### src/rtl/lfg_pkg.sv
package lfg_pkg;

  typedef enum logic [1:0] {
    FS_LAST     = 2'b00,
    FS_STRADDLE = 2'b01,
    FS_FIRST    = 2'b10
  } fspos_e;

  localparam logic [1:0] RATE_SLOW = 2'd0;
  localparam logic [1:0] RATE_FAST = 2'd2;

  typedef struct packed {
    logic [1:0] rate;
    fspos_e     pos;
    logic       dbl;
    logic       duty;
  } lfg_cfg_t;

  localparam lfg_cfg_t CFG_RESET = '{rate: RATE_SLOW, pos: FS_LAST, dbl: 1'b0, duty: 1'b0};

endpackage

### src/rtl/lfg_cfg_latch.sv
module lfg_cfg_latch
  import lfg_pkg::*;
#(
  parameter bit HAS_DUTY = 1'b1
) (
  input  logic       clk,
  input  logic       rst_n,
  input  logic       load,
  input  logic [1:0] rate_req,
  input  logic [1:0] bus_rate,
  input  logic [1:0] pos_req,
  input  logic       dbl_req,
  input  logic       duty_req,
  output lfg_cfg_t   cfg_q,
  output lfg_cfg_t   cfg_nxt
);

  lfg_cfg_t dec;
  logic     duty_ok;

  generate
    if (HAS_DUTY) begin : g_duty
      assign duty_ok = duty_req && (rate_req == RATE_FAST) && !bus_rate[1] && !dbl_req;
    end else begin : g_noduty
      assign duty_ok = 1'b0;
    end
  endgenerate

  always_comb begin
    dec.rate = (rate_req == 2'b11) ? RATE_SLOW : rate_req;
    dec.pos  = (pos_req == 2'b11) ? FS_LAST : fspos_e'(pos_req);
    dec.dbl  = dbl_req;
    dec.duty = duty_ok;
    cfg_nxt  = load ? dec : cfg_q;
  end

  always_ff @(posedge clk) begin
    if (!rst_n) cfg_q <= CFG_RESET;
    else        cfg_q <= cfg_nxt;
  end

endmodule

### src/rtl/lfg_frame_cnt.sv
module lfg_frame_cnt #(
  parameter int unsigned FRAME_TICKS = 8192,
  localparam int unsigned CNT_W = $clog2(FRAME_TICKS)
) (
  input  logic             clk,
  input  logic             rst_n,
  input  logic             adv,
  output logic [CNT_W-1:0] cnt_q,
  output logic [CNT_W-1:0] cnt_nxt,
  output logic             wrap_nxt
);

  localparam logic [CNT_W-1:0] LAST = CNT_W'(FRAME_TICKS - 1);

  always_comb begin
    cnt_nxt  = cnt_q;
    wrap_nxt = 1'b0;
    if (adv) begin
      if (cnt_q == LAST) begin
        cnt_nxt  = '0;
        wrap_nxt = 1'b1;
      end else begin
        cnt_nxt = cnt_q + 1'b1;
      end
    end
  end

  // Reset parks on the last position so the first advance opens a frame.
  always_ff @(posedge clk) begin
    if (!rst_n) cnt_q <= LAST;
    else        cnt_q <= cnt_nxt;
  end

endmodule

### src/rtl/lfg_wave.sv
module lfg_wave
  import lfg_pkg::*;
#(
  parameter int unsigned FRAME_TICKS = 8192,
  parameter int unsigned BASE_LOG    = 5,
  localparam int unsigned CNT_W = $clog2(FRAME_TICKS)
) (
  input  logic [CNT_W-1:0] cnt,
  input  lfg_cfg_t         cfg,
  output logic             clk_raw,
  output logic             fs_raw
);

  localparam logic [CNT_W:0] FR = (CNT_W+1)'(FRAME_TICKS);

  logic [2:0]     pshift;
  logic [CNT_W:0] per, half, ph, pos;

  always_comb begin
    pshift = 3'(BASE_LOG) - {1'b0, cfg.rate} - {2'b00, cfg.dbl};
    per    = (CNT_W+1)'(1) << pshift;
    half   = per >> 1;
    pos    = {1'b0, cnt};
    ph     = pos & (per - 1'b1);
    clk_raw = cfg.duty ? (ph < (CNT_W+1)'(5)) : (ph < half);
    case (cfg.pos)
      FS_STRADDLE: fs_raw = (pos >= FR - half) || (pos < half);
      FS_FIRST:    fs_raw = (pos < per);
      default:     fs_raw = (pos >= FR - per);
    endcase
  end

endmodule

### src/rtl/lclk_fs_gen.sv
module lclk_fs_gen
  import lfg_pkg::*;
#(
  parameter int unsigned FRAME_TICKS = 8192,
  parameter int unsigned BASE_LOG    = 5,
  parameter bit          HAS_DUTY    = 1'b1,
  localparam int unsigned CNT_W = $clog2(FRAME_TICKS)
) (
  input  logic       clk,
  input  logic       rst_n,
  input  logic [1:0] rate_sel,
  input  logic [1:0] bus_rate_sel,
  input  logic [1:0] fs_pos,
  input  logic       dbl_rate,
  input  logic       duty58_en,
  input  logic       clk_inv,
  input  logic       fs_inv,
  input  logic       clk_fail,
  input  logic       freerun_en,
  output logic       lclk,
  output logic       lfs,
  output logic       frame_strobe,
  output logic       so_en
);

  lfg_cfg_t         cfg_q, cfg_nxt;
  logic [CNT_W-1:0] cnt_q, cnt_nxt;
  logic             wrap_nxt, adv, clk_raw, fs_raw;

  assign adv = !clk_fail || (freerun_en && cfg_q.rate == RATE_SLOW);

  lfg_frame_cnt #(.FRAME_TICKS(FRAME_TICKS)) u_cnt (
    .clk(clk), .rst_n(rst_n), .adv(adv),
    .cnt_q(cnt_q), .cnt_nxt(cnt_nxt), .wrap_nxt(wrap_nxt)
  );

  lfg_cfg_latch #(.HAS_DUTY(HAS_DUTY)) u_cfg (
    .clk(clk), .rst_n(rst_n), .load(wrap_nxt),
    .rate_req(rate_sel), .bus_rate(bus_rate_sel), .pos_req(fs_pos),
    .dbl_req(dbl_rate), .duty_req(duty58_en),
    .cfg_q(cfg_q), .cfg_nxt(cfg_nxt)
  );

  lfg_wave #(.FRAME_TICKS(FRAME_TICKS), .BASE_LOG(BASE_LOG)) u_wave (
    .cnt(cnt_nxt), .cfg(cfg_nxt), .clk_raw(clk_raw), .fs_raw(fs_raw)
  );

  always_ff @(posedge clk) begin
    if (!rst_n) begin
      lclk         <= 1'b0;
      lfs          <= 1'b0;
      frame_strobe <= 1'b0;
      so_en        <= 1'b0;
    end else begin
      lclk         <= (adv & clk_raw) ^ clk_inv;
      lfs          <= (adv & fs_raw) ^ fs_inv;
      frame_strobe <= wrap_nxt;
      so_en        <= !clk_fail;
    end
  end

endmodule

### config.mk
export PLATFORM = sky130hd
export DESIGN_NAME = lclk_fs_gen
export DESIGN_NICKNAME = d
export VERILOG_FILES = /design/src/rtl/lfg_pkg.sv /design/src/rtl/lfg_cfg_latch.sv /design/src/rtl/lfg_frame_cnt.sv /design/src/rtl/lfg_wave.sv /design/src/rtl/lclk_fs_gen.sv
export SDC_FILE = /design/constraint.sdc
export NUM_CORES = 1
export LEC_CHECK = 0
export ABC_AREA = 1
export BUFFER_PORTS_ARGS = -buffer_cell sky130_fd_sc_hd__buf_2
export CORE_ASPECT_RATIO = 1.1
export CORE_MARGIN = 4
export CORE_UTILIZATION = 45
export CTS_CLUSTER_DIAMETER = 80
export DETAILED_ROUTE_END_ITERATION = 10
export GPL_ROUTABILITY_DRIVEN = 0
export PLACE_DENSITY = 0.7
export SLEW_MARGIN = 30
export SYNTH_ARGS = -nofsm -noshare
export SYNTH_HDL_FRONTEND = slang
export SYNTH_SLANG_ARGS = --single-unit
### constraint.sdc
create_clock -name clk -period 6.6 [get_ports clk]
set_clock_uncertainty 0.2 [all_clocks]
set_input_delay 0.99 -clock clk [delete_from_list [all_inputs] [get_ports clk]]
set_output_delay 0.99 -clock clk [all_outputs]
set_load 0.02 [all_outputs]
After elaboration in Yosys (flattened, before gate mapping). Index checks and enable logic that the tools add are counted.

Word-level logic and storage cells: 52. Register bits after elaboration: 23. Output and inout port bits: 4. Input port bits: 14.

Shifts and indexed selects: 1. Bitwise logic cells: 5. Muxes and demuxes: 9. Reduce and logical (&&, ||, !) cells: 10. Equal/unequal tests: 6. $lt $le $gt $ge: 6. Add/sub/neg operators: 6.

Operator list (number): 13-bit by 14-bit greater-or-equal comparator with 1-bit output (2); 13-bit 2-to-1 mux (2); 13-bit by 14-bit bitwise AND with 14-bit output (1); 13-bit by 14-bit less-than comparator with 1-bit output (1); 14-bit by 13-bit less-than comparator with 1-bit output (1); 14-bit by 3-bit less-than comparator with 1-bit output (second input constant) (1); 1-bit by 3-bit << shifter with 14-bit output (first input constant) (1); 14-bit by 1-bit subtractor with 14-bit output (second input constant) (1); 14-bit by 13-bit subtractor with 14-bit output (first input constant) (1); 14-bit subtractor (first input constant) (1); 13-bit by 1-bit adder with 13-bit output (second input constant) (1); 13-bit == test (second input constant) (1); 13-bit less-than comparator (1); 2-bit == test (second input constant) (4); 6-bit 2-to-1 mux (1); 1-bit logical AND (4); 2-bit 2-to-1 mux (2); 1-bit zero test (3); 1-bit 2-to-1 mux (3); 3-bit by 1-bit subtractor with 3-bit output (1); 3-bit by 2-bit subtractor with 3-bit output (first input constant) (1); 1-bit bitwise AND (2); 2-bit by 1-bit == test with 1-bit output (second input constant) (1); 2-bit zero test (1); other kinds (3) (5).

Logic depth before layout (Yosys ltp).
Depth after elaboration: 14. Mapped depth: 37. Depth with buffers taken out: 36.

Cells and area by module. From an unflattened synthesis, not the netlist that was laid out.

Cells, all modules: 435. Area total of the unflattened synthesis: 2756.4 µm².

Modules (own cells, without submodules): lfg_wave (area each 1534.0 µm², cells an instance 245, seq. area each 0.0 µm², times used 1); lfg_frame_cnt (area each 814.5 µm², cells an instance 131, seq. area each 260.2 µm², times used 1); lfg_cfg_latch (area each 264.0 µm², cells an instance 40, seq. area each 120.1 µm², times used 1); lclk_fs_gen (area each 143.9 µm², cells an instance 19, seq. area each 80.1 µm², times used 1).

Worst setup path before layout. Ideal clock, no wire load.

Kind: in2reg. Start point: input freerun_en. End point: register lfs. Path slack: 1.807 ns. Cell stages on the path: 33. Library setup time: 0.115 ns. Data arrival time: 4.478 ns. Data required time: 6.285 ns. Path buffers: 0. Cells stage by stage: nand2_1 nand2_4 nand3_4 inv_1 or2_2 o21ai_0 inv_1 ha_1 inv_1 ha_1 inv_1 nor3_2 inv_1 ha_1 inv_1 nand2_1 and3_1 ha_1 nand2_1 nor2_1 o21ai_0 nand3_1 nand3_1 nand2_1 nand2_1 nand2_1 nand2_1 nand2_1 nand2_1 a21oi_1 nand3_1 nand2_1 nor2_1.

RTL lines: start: declaration (RTL line lclk_fs_gen.sv:19) `input logic freerun_en,`; end signal: assignment (RTL line lclk_fs_gen.sv:56) `lfs <= (adv & fs_raw) ^ fs_inv;`; end: declaration (RTL line lclk_fs_gen.sv:21) `output logic lfs,`.

==> results.md <==
* Starting Density at 47.2%
* Vias in the first global route at 2,520
* Final setup viols at 0
* Buffers on Ports at 16
* Final Cycle Share at 83.4%
* Critical Path RT at 6570 ps
* Critical path's slowest cell: ha_1
* Post-Syn Area at 2760 um2
* Setup CP Type: input pin to flip-flop
* Crit path launch type: input pin
* Final wirelength at 6650 um
* Layout cell share with drive strength beyond 1 at 12.9%
* Yosys reg bits at 23
* Setup bufs post-CTS at 0
* First-pass GRT wire length at 11,300 um
* CTS tree: yes
* Unrepaired setup endpoints after global routing: no
* Antenna-violating nets left at 0
* H-Tree Depth at 1
* Post-synth EDFFs at 0
* Area leader, netlist: ha_1
* Slew Viols, Final at 0
* DR iter-0 viols at 119
* Total gr overflow at 0
* DRC Markers at 0
* Main area contributors after synthesis: ha_1 (20%), dfxtp_1 (17%), nand2_1 (15%)
* Synth Warn # at 0
* Worst Tran Pin Value at 643 ps
* FFs w/ async S/R, synth at 0%
* Hold-fix buffers, CTS at 0
* Top FF cell, synth: dfxtp_1
* Most common cell after layout, fill and taps aside: nand2_1
* FF/Latch Area at 460 um2
* Mux cell area share after synthesis at 0%
* Adder-Cell Fraction of Synth Area at 19.5%
* CP endpoint kind: flip-flop
* Diode count at 0
* Initial antenna violation count at 0
* Most frequent CP cell: nand2_1
* GRT Resource Usage Total at 18.9%
* Die Width at 82.6 um
* CTS resizes at 0
* Syn_area_per_cell at 6.35 um2
* Sequential area share after synthesis at 16.7%
* Number of vias per cell at 5.15
* CTS sink cnt at 23
* Compound-gate portion of the synthesized area at 10.6%
* Clock Latency Late Sink at 270 ps
* TritonRoute pass-1 iters at 4
* Final setup TNS at 0 ps
* # IOs at 18
* HP Class: flip-flop to flip-flop
* Arrival time at the worst endpoint at 5470 ps
* Largest net degree at the start of global routing at 19
* Dpl ws at 846 ps
* Core Footprint at 5840 um2
* Largest family of logic cells by synthesized area: simple AND/OR/NAND/NOR gates
* Max cap viols at 0
* Maximum clock rate at 0.182 GHz
* Synth Instances at 434
* Area grow syn2layout at 6.68%
* Yosys top cell area share at 19.5%
* Post-Synth XOR/XNOR Area at 0.318%
* Simple-Gate Fraction of Synth Area at 40.9%
* Worst setup margin at 1100 ps
* Most frequent cells in the layout: nand2_1 (112), inv_1 (69), nor2_1 (45)
* Final worst path period need at 5500 ps
* Area of the multi-input gates at 1970 um2
* DR WL/cell at 12.6 um
* Nets at 507
* Clk buf depth at 2
* Num CTS Buffers at 3
* Max incr delay on CP at 310 ps
* Final core utilization at 50.3%
* Die Area at 7440 um2
* CP Max Fanout at 18
* WHS at 316 ps
* Chip height at 90.1 um
* # rows at 29
* Synth cell types at 40
* Mapped Nets at 491
* CTS clk-pin slew, worst paths at 80 ps
* Fillers at 612
* Final Hold Vio Count at 0
* Root Buffer: clkbuf_8
* Dpl hpwl at 5490 um
* Slew Limit Headroom at 56.8%
* Status: completed
* DR vias at 2,711
[kinds of logic (layout without fill, tap and decap cells)]
family / count (synthesis) / in the layout
and+or+nand+nor: 235 / 235
buffers and inverters: 82 / 97
AOI/OAI and AO/OA: 50 / 50
adders and majority gates: 43 / 43
DFF: 23 / 23
xor gates and xnor gates: 1 / 1
[area by class of cell]
type                       instances  area share (%)
clock buffer                       3            1.40
clock inverter                     1           0.170
inverter                          77            9.83
multi-input combinational        329            66.9
sequential                        23            15.7
tap                               77            3.28
timing repair buffer              16            2.72
[registers in the layout, indices dropped and copies added (netlist names)]
register      flops
frame_strobe      1
lclk              1
lfs               1
so_en             1
u_cfg.cfg_q       6
u_cnt.cnt_q      13
[per-layer routing]
metal,GRT usage [%],routed length [um]
met2,32.1,3180
met4,4.90,138
met3,1.90,239
met5,0,0
met1,24.8,3090
[synth_stat cells, drive strengths merged, types with 2 or more instances]
master	n
nand2	118
inv	76
nor2	53
ha	43
nand3	37
a21oi	23
dfxtp	23
o21ai	15
nor3	10
nand4	7
buf	4
o21bai	4
nand3b	3
a21boi	2
and3	2
nor4	2
o21a	2
[worst paths after layout]
| path | startpoint | end | slack [ps] | depth (start not counted) |
|---|---|---|---|---|
| min | u_cfg.cfg_q[4] | u_cfg.cfg_q[4] | 320 | 2 |
| max | freerun_en | lfs | 1100 | 34 |
| min reg2reg | u_cfg.cfg_q[4] | u_cfg.cfg_q[4] | 320 | 2 |
| max reg2reg | u_cnt.cnt_q[1] | lfs | 1280 | 34 |
[stage by stage]
stage	cells	area [um2]
final	526	2940
after global routing	526	2940
after CTS	526	2940
after detailed placement	522	2890
after global placement	522	2890
after floorplan	434	2760
[critical path: cells and delay by family]
kind                     cells  cell delay, ps
buffers and inverters        7             810
AO/OA/AOI/OAI                3             350
AND/OR/NAND/NOR             20            2280
adder cells (fa/ha/maj)      4            1020
Power is left out: the tool's default activity adds up to more than one toggle a clock period on the data nets, which glitch-free logic cannot reach.
